--- src/rtl/brk_pkg.sv ---
package brk_pkg;

  // Register offsets; channel c uses c*CH_STRIDE + OFF_*
  localparam int CH_STRIDE = 4;
  localparam int OFF_ADDR  = 0;
  localparam int OFF_MASK  = 1;
  localparam int OFF_COND  = 2;
  localparam int OFF_ASID  = 3;
  localparam int OFF_DATA  = 8;
  localparam int OFF_DMASK = 9;
  localparam int OFF_CTRL  = 10;

  // Condition word bit positions
  localparam int C_EN    = 0;
  localparam int C_OPER  = 1;
  localparam int C_DIREN = 2;
  localparam int C_DIR   = 3;
  localparam int C_SZLO  = 4;
  localparam int C_SZHI  = 5;
  localparam int C_ASID  = 6;
  localparam int C_LATE  = 7;
  localparam int C_DATA  = 8;
  localparam int CW      = 9;

  // Datapath to control strobes
  typedef struct packed {
    logic hitA;
    logic hitB;
    logic lateA;
    logic lateB;
    logic isFetch;
    logic seqMode;
    logic ctrlWr;
  } brk_strobe_t;

endpackage

--- src/rtl/brk_chan_match.sv ---
module brk_chan_match
  import brk_pkg::*;
#(
  parameter int AW = 32,
  parameter int DW = 32,
  parameter int IW = 8
) (
  input  logic          busValid,
  input  logic          busFetch,
  input  logic          busWrite,
  input  logic [1:0]    busSize,
  input  logic [AW-1:0] busAddr,
  input  logic [DW-1:0] busData,
  input  logic [IW-1:0] busAsid,
  input  logic [CW-1:0] cond,
  input  logic [AW-1:0] baseAddr,
  input  logic [AW-1:0] addrMask,
  input  logic [IW-1:0] asidVal,
  input  logic [DW-1:0] dataVal,
  input  logic [DW-1:0] dataMask,
  output logic          hit,
  output logic          late
);

  logic addrOk, typeOk, dirOk, sizeOk, asidOk, dataOk;
  logic [1:0] sizeSel;

  assign sizeSel = cond[C_SZHI:C_SZLO];
  assign addrOk  = ((busAddr ^ baseAddr) & ~addrMask) == '0;
  assign typeOk  = cond[C_OPER] ? !busFetch : busFetch;
  assign dirOk   = !cond[C_OPER] || !cond[C_DIREN] || (busWrite == cond[C_DIR]);
  assign sizeOk  = (sizeSel == 2'b00) || (sizeSel == 2'(busSize + 2'd1));
  assign asidOk  = !cond[C_ASID] || (busAsid == asidVal);
  assign dataOk  = !cond[C_DATA] || (((busData ^ dataVal) & ~dataMask) == '0);

  assign hit  = busValid && cond[C_EN] && addrOk && typeOk && dirOk
              && sizeOk && asidOk && dataOk;
  assign late = busFetch && cond[C_LATE];

endmodule

--- src/rtl/brk_datapath.sv ---
module brk_datapath
  import brk_pkg::*;
#(
  parameter int AW  = 32,
  parameter int DW  = 32,
  parameter int IW  = 8,
  parameter int RAW = 4,
  parameter int RW  = 32
) (
  input  logic           clk,
  input  logic           rstN,
  input  logic           regWe,
  input  logic [RAW-1:0] regAddr,
  input  logic [RW-1:0]  regWdata,
  output logic [RW-1:0]  regRdata,
  input  logic           busValid,
  input  logic           busFetch,
  input  logic           busWrite,
  input  logic [1:0]     busSize,
  input  logic [AW-1:0]  busAddr,
  input  logic [DW-1:0]  busData,
  input  logic [IW-1:0]  busAsid,
  output brk_strobe_t    strb
);

  localparam int NCH = 2;

  logic [AW-1:0] addrR [NCH];
  logic [AW-1:0] maskR [NCH];
  logic [CW-1:0] condR [NCH];
  logic [IW-1:0] asidR [NCH];
  logic [DW-1:0] dataR, dmaskR;
  logic          seqR;
  logic [NCH-1:0] flagR, hitV, lateV;
  logic          ctrlWr;
  int            offs;

  assign offs   = int'(regAddr);
  assign ctrlWr = regWe && (offs == OFF_CTRL);

  always_ff @(posedge clk or negedge rstN) begin
    if (!rstN) begin
      for (int c = 0; c < NCH; c++) begin
        addrR[c] <= '0;
        maskR[c] <= '0;
        condR[c] <= '0;
        asidR[c] <= '0;
      end
      dataR  <= '0;
      dmaskR <= '0;
      seqR   <= 1'b0;
      flagR  <= '0;
    end else begin
      if (regWe) begin
        for (int c = 0; c < NCH; c++) begin
          if (offs == c*CH_STRIDE + OFF_ADDR) addrR[c] <= AW'(regWdata);
          if (offs == c*CH_STRIDE + OFF_MASK) maskR[c] <= AW'(regWdata);
          if (offs == c*CH_STRIDE + OFF_ASID) asidR[c] <= IW'(regWdata);
          if (offs == c*CH_STRIDE + OFF_COND) begin
            // only the last channel owns a data compare
            condR[c] <= regWdata[CW-1:0] & ((c == NCH-1) ? {CW{1'b1}} : {1'b0, {(CW-1){1'b1}}});
          end
        end
        if (offs == OFF_DATA)  dataR  <= DW'(regWdata);
        if (offs == OFF_DMASK) dmaskR <= DW'(regWdata);
        if (ctrlWr)            seqR   <= regWdata[0];
      end
      for (int c = 0; c < NCH; c++) begin
        flagR[c] <= hitV[c] | (flagR[c] & !(ctrlWr && !regWdata[1+c]));
      end
    end
  end

  for (genvar c = 0; c < NCH; c++) begin : gChan
    localparam bit HAS_DATA = (c == NCH-1);
    brk_chan_match #(.AW(AW), .DW(DW), .IW(IW)) matchU (
      .busValid (busValid),
      .busFetch (busFetch),
      .busWrite (busWrite),
      .busSize  (busSize),
      .busAddr  (busAddr),
      .busData  (busData),
      .busAsid  (busAsid),
      .cond     (condR[c]),
      .baseAddr (addrR[c]),
      .addrMask (maskR[c]),
      .asidVal  (asidR[c]),
      .dataVal  (HAS_DATA ? dataR : '0),
      .dataMask (HAS_DATA ? dmaskR : '0),
      .hit      (hitV[c]),
      .late     (lateV[c])
    );
  end

  always_comb begin
    regRdata = '0;
    for (int c = 0; c < NCH; c++) begin
      if (offs == c*CH_STRIDE + OFF_ADDR) regRdata = RW'(addrR[c]);
      if (offs == c*CH_STRIDE + OFF_MASK) regRdata = RW'(maskR[c]);
      if (offs == c*CH_STRIDE + OFF_COND) regRdata = RW'(condR[c]);
      if (offs == c*CH_STRIDE + OFF_ASID) regRdata = RW'(asidR[c]);
    end
    if (offs == OFF_DATA)  regRdata = RW'(dataR);
    if (offs == OFF_DMASK) regRdata = RW'(dmaskR);
    if (offs == OFF_CTRL)  regRdata = RW'({flagR, seqR});
  end

  assign strb.hitA    = hitV[0];
  assign strb.hitB    = hitV[1];
  assign strb.lateA   = lateV[0];
  assign strb.lateB   = lateV[1];
  assign strb.isFetch = busFetch;
  assign strb.seqMode = seqR;
  assign strb.ctrlWr  = ctrlWr;

endmodule

--- src/rtl/brk_control.sv ---
module brk_control
  import brk_pkg::*;
(
  input  logic        clk,
  input  logic        rstN,
  input  logic        instrDone,
  input  brk_strobe_t strb,
  output logic        brkReq,
  output logic        brkAfter,
  output logic        armedQ,
  output logic        pendingQ
);

  logic effA, effB, immNow, lateSet, releaseNow;

  assign effA       = strb.hitA && !strb.seqMode;
  assign effB       = strb.hitB && (!strb.seqMode || armedQ);
  assign immNow     = (effA && !strb.lateA) || (effB && !strb.lateB);
  assign lateSet    = (effA && strb.lateA) || (effB && strb.lateB);
  assign releaseNow = pendingQ && instrDone && !immNow;

  assign brkReq   = immNow || releaseNow;
  assign brkAfter = immNow ? !strb.isFetch : releaseNow;

  always_ff @(posedge clk or negedge rstN) begin
    if (!rstN) begin
      armedQ   <= 1'b0;
      pendingQ <= 1'b0;
    end else begin
      pendingQ <= lateSet || (pendingQ && !releaseNow);
      if (strb.ctrlWr)                     armedQ <= 1'b0;
      else if (effB && strb.seqMode)       armedQ <= 1'b0;
      else if (strb.hitA && strb.seqMode)  armedQ <= 1'b1;
    end
  end

endmodule

--- src/rtl/brk_match_unit.sv ---
module brk_match_unit
  import brk_pkg::*;
#(
  parameter int AW  = 32,
  parameter int DW  = 32,
  parameter int IW  = 8,
  parameter int RAW = 4,
  parameter int RW  = 32
) (
  input  logic           clk,
  input  logic           rstN,
  input  logic           regWe,
  input  logic [RAW-1:0] regAddr,
  input  logic [RW-1:0]  regWdata,
  output logic [RW-1:0]  regRdata,
  input  logic           busValid,
  input  logic           busFetch,
  input  logic           busWrite,
  input  logic [1:0]     busSize,
  input  logic [AW-1:0]  busAddr,
  input  logic [DW-1:0]  busData,
  input  logic [IW-1:0]  busAsid,
  input  logic           instrDone,
  output logic           brkReq,
  output logic           brkAfter
);

  brk_strobe_t strb;
  logic armedQ, pendingQ;

  brk_datapath #(.AW(AW), .DW(DW), .IW(IW), .RAW(RAW), .RW(RW)) dpath_i (
    .clk(clk), .rstN(rstN), .regWe(regWe), .regAddr(regAddr),
    .regWdata(regWdata), .regRdata(regRdata), .busValid(busValid),
    .busFetch(busFetch), .busWrite(busWrite), .busSize(busSize),
    .busAddr(busAddr), .busData(busData), .busAsid(busAsid), .strb(strb)
  );

  brk_control ctrl_i (
    .clk(clk), .rstN(rstN), .instrDone(instrDone), .strb(strb),
    .brkReq(brkReq), .brkAfter(brkAfter), .armedQ(armedQ), .pendingQ(pendingQ)
  );

endmodule

--- config.mk ---
export PLATFORM = sky130hd
export DESIGN_NAME = brk_match_unit
export DESIGN_NICKNAME = d
export VERILOG_FILES = /design/src/rtl/brk_pkg.sv /design/src/rtl/brk_chan_match.sv /design/src/rtl/brk_datapath.sv /design/src/rtl/brk_control.sv /design/src/rtl/brk_match_unit.sv
export SDC_FILE = /design/constraint.sdc
export NUM_CORES = 1
export LEC_CHECK = 0
export BUFFER_PORTS_ARGS = -buffer_cell sky130_fd_sc_hd__buf_2
export CAP_MARGIN = 25
export CORE_MARGIN = 2
export CORE_UTILIZATION = 43
export DETAILED_ROUTE_END_ITERATION = 8
export GPL_TIMING_DRIVEN = 1
export HOLD_SLACK_MARGIN = 0.12
export PLACE_DENSITY = 0.68
export SLEW_MARGIN = 20
export SYNTH_ARGS = -nofsm -noshare
export SYNTH_HDL_FRONTEND = slang
export SYNTH_SLANG_ARGS = --single-unit
--- constraint.sdc ---
create_clock -name clk -period 3.6 [get_ports clk]
set_input_delay 0.18 -clock clk [delete_from_list [all_inputs] [get_ports clk]]
set_output_delay 0.18 -clock clk [all_outputs]
set_load 0.005 [all_outputs]
==> results.md <==
- # DRC: 0
- Crit end category: output pin
- Logic pwr share: 0.245
- Clock power frac: 0.312
- Hold Vio Cnt, Final: 0
- Crit path time final: 3.46 ns
- Asr flop ratio synth: 1.00
- Worst path max stage delay: 0.53 ns
- WP buf/inv: 2
- Die X: 172 µm
- Outcome: finished, final reports clean
- Largest net degree at the start of global routing: 120
- Fill count: 2508
- Post-route clock skew: 0.0246 ns
- CP Class: flip-flop to output pin
- Worst Setup SP: dpath_i.addrR[16]
- Net count after synthesis: 1135
- Least-Margin Pin Slew: 0.926 ns
- WP data required: 3.42 ns
- CP startpoint kind: flip-flop
- Remaining antenna violation count after routing: 0
- Crit Reg-Reg Startpoint: dpath_i.dataR[6]
- Max FO, Critical Path: 4
- Later-pin clock latency in the skew report: 0.55 ns
- Internal Power: 5.95 mW
- Max_slew headroom: 0.383
- Reg area: 0.00576 mm²
- MaxCap Viol Count: 0
- Crit path arrival time: 3.28 ns
- Yosys reg bits: 230
- Final wirelength: 40900 µm
- R2r setup slk: 1.21 ns
- Distinct cells, synth: 50
- DP HPWL: 30100 µm
- Final Setup Violations: 0
- Root Driver: clkbuf_16
- CTS Buf Count: 27
- Placer congestion estimate: 0.999
- Most used DFF post-synth: dfrtp_1
- Worst Reg-to-Reg Cells: 7
- Hold_ws: 0.136 ns
- Vias in the first global route: 9609
- Reg2reg end: ctrl_i.pendingQ
- H-tree depth: 1
- Final worst slack: 0.144 ns
- WL/cell: 25.6 µm
- RSZ-0062 raised after global routing: false
- Synth Warn #: 0
- TritonRoute pass-1 iters: 5
- Std-Cell Rows: 61
- Vias: 9623
- Die H: 172 µm
- NetSw: 2.80 mW
- Post-Synthesis Mean Instance Area: 11.9 µm²
- Gr ovfl total: 0
- Power Dens Cells: 598 mW/mm²
- Critical path depth: 9
- Dpl ws: 0.672 ns
- Max Clk Rate: 289 MHz
- Initial core utilization: 0.436
- Die Area: 0.0295 mm²
- Crit-path cells: xnor2_1, o22ai_1, or4_1, or4_4, a2111oi_4, buf_4, nor2_1, o21ai_0, buf_2
- I/O pins: 151
- CTS clk-pin slew, worst paths: 0.06 ns
- Multi-input gate area: 0.00618 mm²
- Fin nets: 1322
- Share of cells above drive strength 1: 0.402
- HP Class: input port to flip-flop
- Core ar.: 0.0278 mm²
- CTS sink cnt: 230
- CTS tree: yes
- Period utilization: 0.960
- Cell count after synthesis: 1018
- Sw frac: 0.320
- N_diodes: 0
- Reg power frac: 0.443
- First DRT Iteration DRCs: 909
- Family with the most delay on the worst path: simple AND/OR/NAND/NOR gates
- Initial antenna violation count: 0
- Tot Pwr: 8.75 mW
- Post-synthesis cell area: 0.0121 mm²
- TNS Setup: 0 ns
- Post-synth EDFFs: 0
- I/O Buffers: 150
- Layout area overhead: 20.7%
- Max rail drop VDD: 0.000402 V
- Pleak: 6.25 nW
- End-of-flow core utilization: 0.527
- Vias/cell: 6.01
- Max Slew Vio Count: 0
- GRT Overall Usage: 0.278
- Global-route wire length before repair: 60700 µm
- CP max stage cell: or4_4
- Register area share after synthesis: 0.475
- Worst Setup EP: brkReq
- Maximum buffer depth of the clock tree: 3
==> cells by family after synthesis <==
group	synth area share
mux	0.249
simple gates	0.0674
flops	0.475
compound gates	0.106
xor+xnor	0.0831
buf+inv	0.0197
==> worst reg2reg max path: cells and delay by family (launching register included) <==
family	cells	cell delay (ns)
AND/OR/NAND/NOR	4	1.29
XOR/XNOR	1	0.27
AO/OA/AOI/OAI	2	0.31
flip-flops	1	0.43
==> layout make-up <==
class	instances	area share
well taps	378	0.0323
multi-input cells	727	0.423
clock inverters	10	0.00906
inverters	6	0.00154
flip-flops and latches	230	0.393
clock buffers	36	0.0505
repair buffers	213	0.0908
==> Yosys cell counts (2+ instances only) <==
master	n	area share
a2111oi_0	2	0.0014
a21oi_1	13	0.0054
a221o_1	3	0.0025
a221oi_1	3	0.0022
a222oi_1	4	0.0033
a22oi_1	48	0.030
and2_1	2	0.0010
and3_1	2	0.0010
buf_1	20	0.0062
buf_2	4	0.0017
clkbuf_1	29	0.0090
dfrtp_1	230	0.47
inv_1	6	0.0019
mux2_2	247	0.23
mux2i_1	12	0.0099
mux4_2	5	0.0093
nand2_1	43	0.013
nand2b_1	6	0.0031
nand3_1	28	0.012
nand4_1	11	0.0057
nand4b_1	3	0.0022
nor2_1	24	0.0074
nor2b_1	5	0.0026
nor3_1	7	0.0029
nor3_2	2	0.0017
nor3b_1	2	0.0012
nor4_1	19	0.0098
o21a_1	2	0.0012
o21ai_0	24	0.0099
o221a_2	2	0.0019
o221ai_1	2	0.0014
o22ai_1	76	0.039
or4_1	2	0.0012
xnor2_1	113	0.082
xor2_1	2	0.0014
==> stage by stage <==
stage	instance area [µm²]	instances
6_report	14600	1600
3_5_place_dp	13400	1520
4_1_cts	14600	1599
2_1_floorplan	12100	1018
3_3_place_gp	13400	1520
5_1_grt	14600	1600
==> metal layers <==
layer / up-vias / share of wire / GRT usage
met2: 480 / 0.45 / 0.434
li1: 4184 / - / -
met3: 84 / 0.087 / 0.0474
met4: 0 / 0.035 / 0.0939
met5: - / 0 / 0
met1: 4875 / 0.43 / 0.394
==> state kept, by name, summed over array words and instances (netlist names), 2 cells and up <==
| signal | cells |
|---|---|
| dpath_i.dmaskR | 32 |
| dpath_i.dataR | 32 |
| dpath_i.flagR | 2 |
| dpath_i.asidR | 16 |
| dpath_i.addrR | 64 |
| dpath_i.condR | 17 |
| dpath_i.maskR | 64 |
==> placed cells by master, fill, tap and decap left out, types with 3 or more instances in the layout <==
cell type / synthesis / final
o22ai_1: 76 / 76
dfrtp_1: 230 / 230
mux2_2: 247 / 247
nor2_1: 24 / 22
xnor2_1: 113 / 108
a21oi_1: 13 / 13
nand2b_1: 6 / 6
nor4_1: 19 / 19
inv_1: 6 / 6
buf_4: 1 / 29
nor3_2: 2 / 5
bufinv_16: 0 / 3
a221oi_1: 3 / 3
nor2b_1: 5 / 5
nand3_1: 28 / 28
nand4_1: 11 / 11
clkinv_2: 0 / 5
a222oi_1: 4 / 4
buf_2: 4 / 149
dlygate4sd3_1: 0 / 33
nand4b_1: 3 / 3
a22oi_1: 48 / 48
a221o_1: 3 / 3
o21ai_0: 24 / 24
mux2i_1: 12 / 12
mux4_2: 5 / 5
nor3_1: 7 / 4
nand2_1: 43 / 43
clkbuf_1: 29 / 6
xnor2_2: 0 / 5
clkbuf_16: 0 / 27
clkbuf_8: 0 / 3
==> how the worst min path moves through the flow <==
stage | cells past startpoint | to | slack [ns] | startpoint
global route | 2 | dpath_i.maskR[34] | 0.13 | regWdata[2]
global placement | 1 | dpath_i.asidR[5] | 0.35 | rstN
finish | 2 | dpath_i.asidR[2] | 0.14 | regWdata[2]
CTS | 2 | dpath_i.maskR[34] | 0.12 | regWdata[2]
floorplan | 0 | ctrl_i.armedQ | -0.12 | rstN
detailed placement | 1 | dpath_i.asidR[5] | 0.34 | rstN
==> power groups by stage <==
stage | registers (mW) | logic, mW | clock network, mW
final | 3.88 | 2.14 | 2.73
after global routing | 3.94 | 2.28 | 2.86
after CTS | 3.85 | 2.11 | 2.76
after detailed placement | 3.89 | 2.07 | 0
after global placement | 3.86 | 2.04 | 0
after floorplan | 3.62 | 1.41 | 0
==> repair_timing <==
action                     in CTS  in global routing
setup endpoints to repair       0                  2
buffers inserted                0                  1
hold buffers                   33                  0
hold endpoints to repair      334                  0
resized for setup               0                  5
No activity file was read; power rests on OpenSTA's default activity.
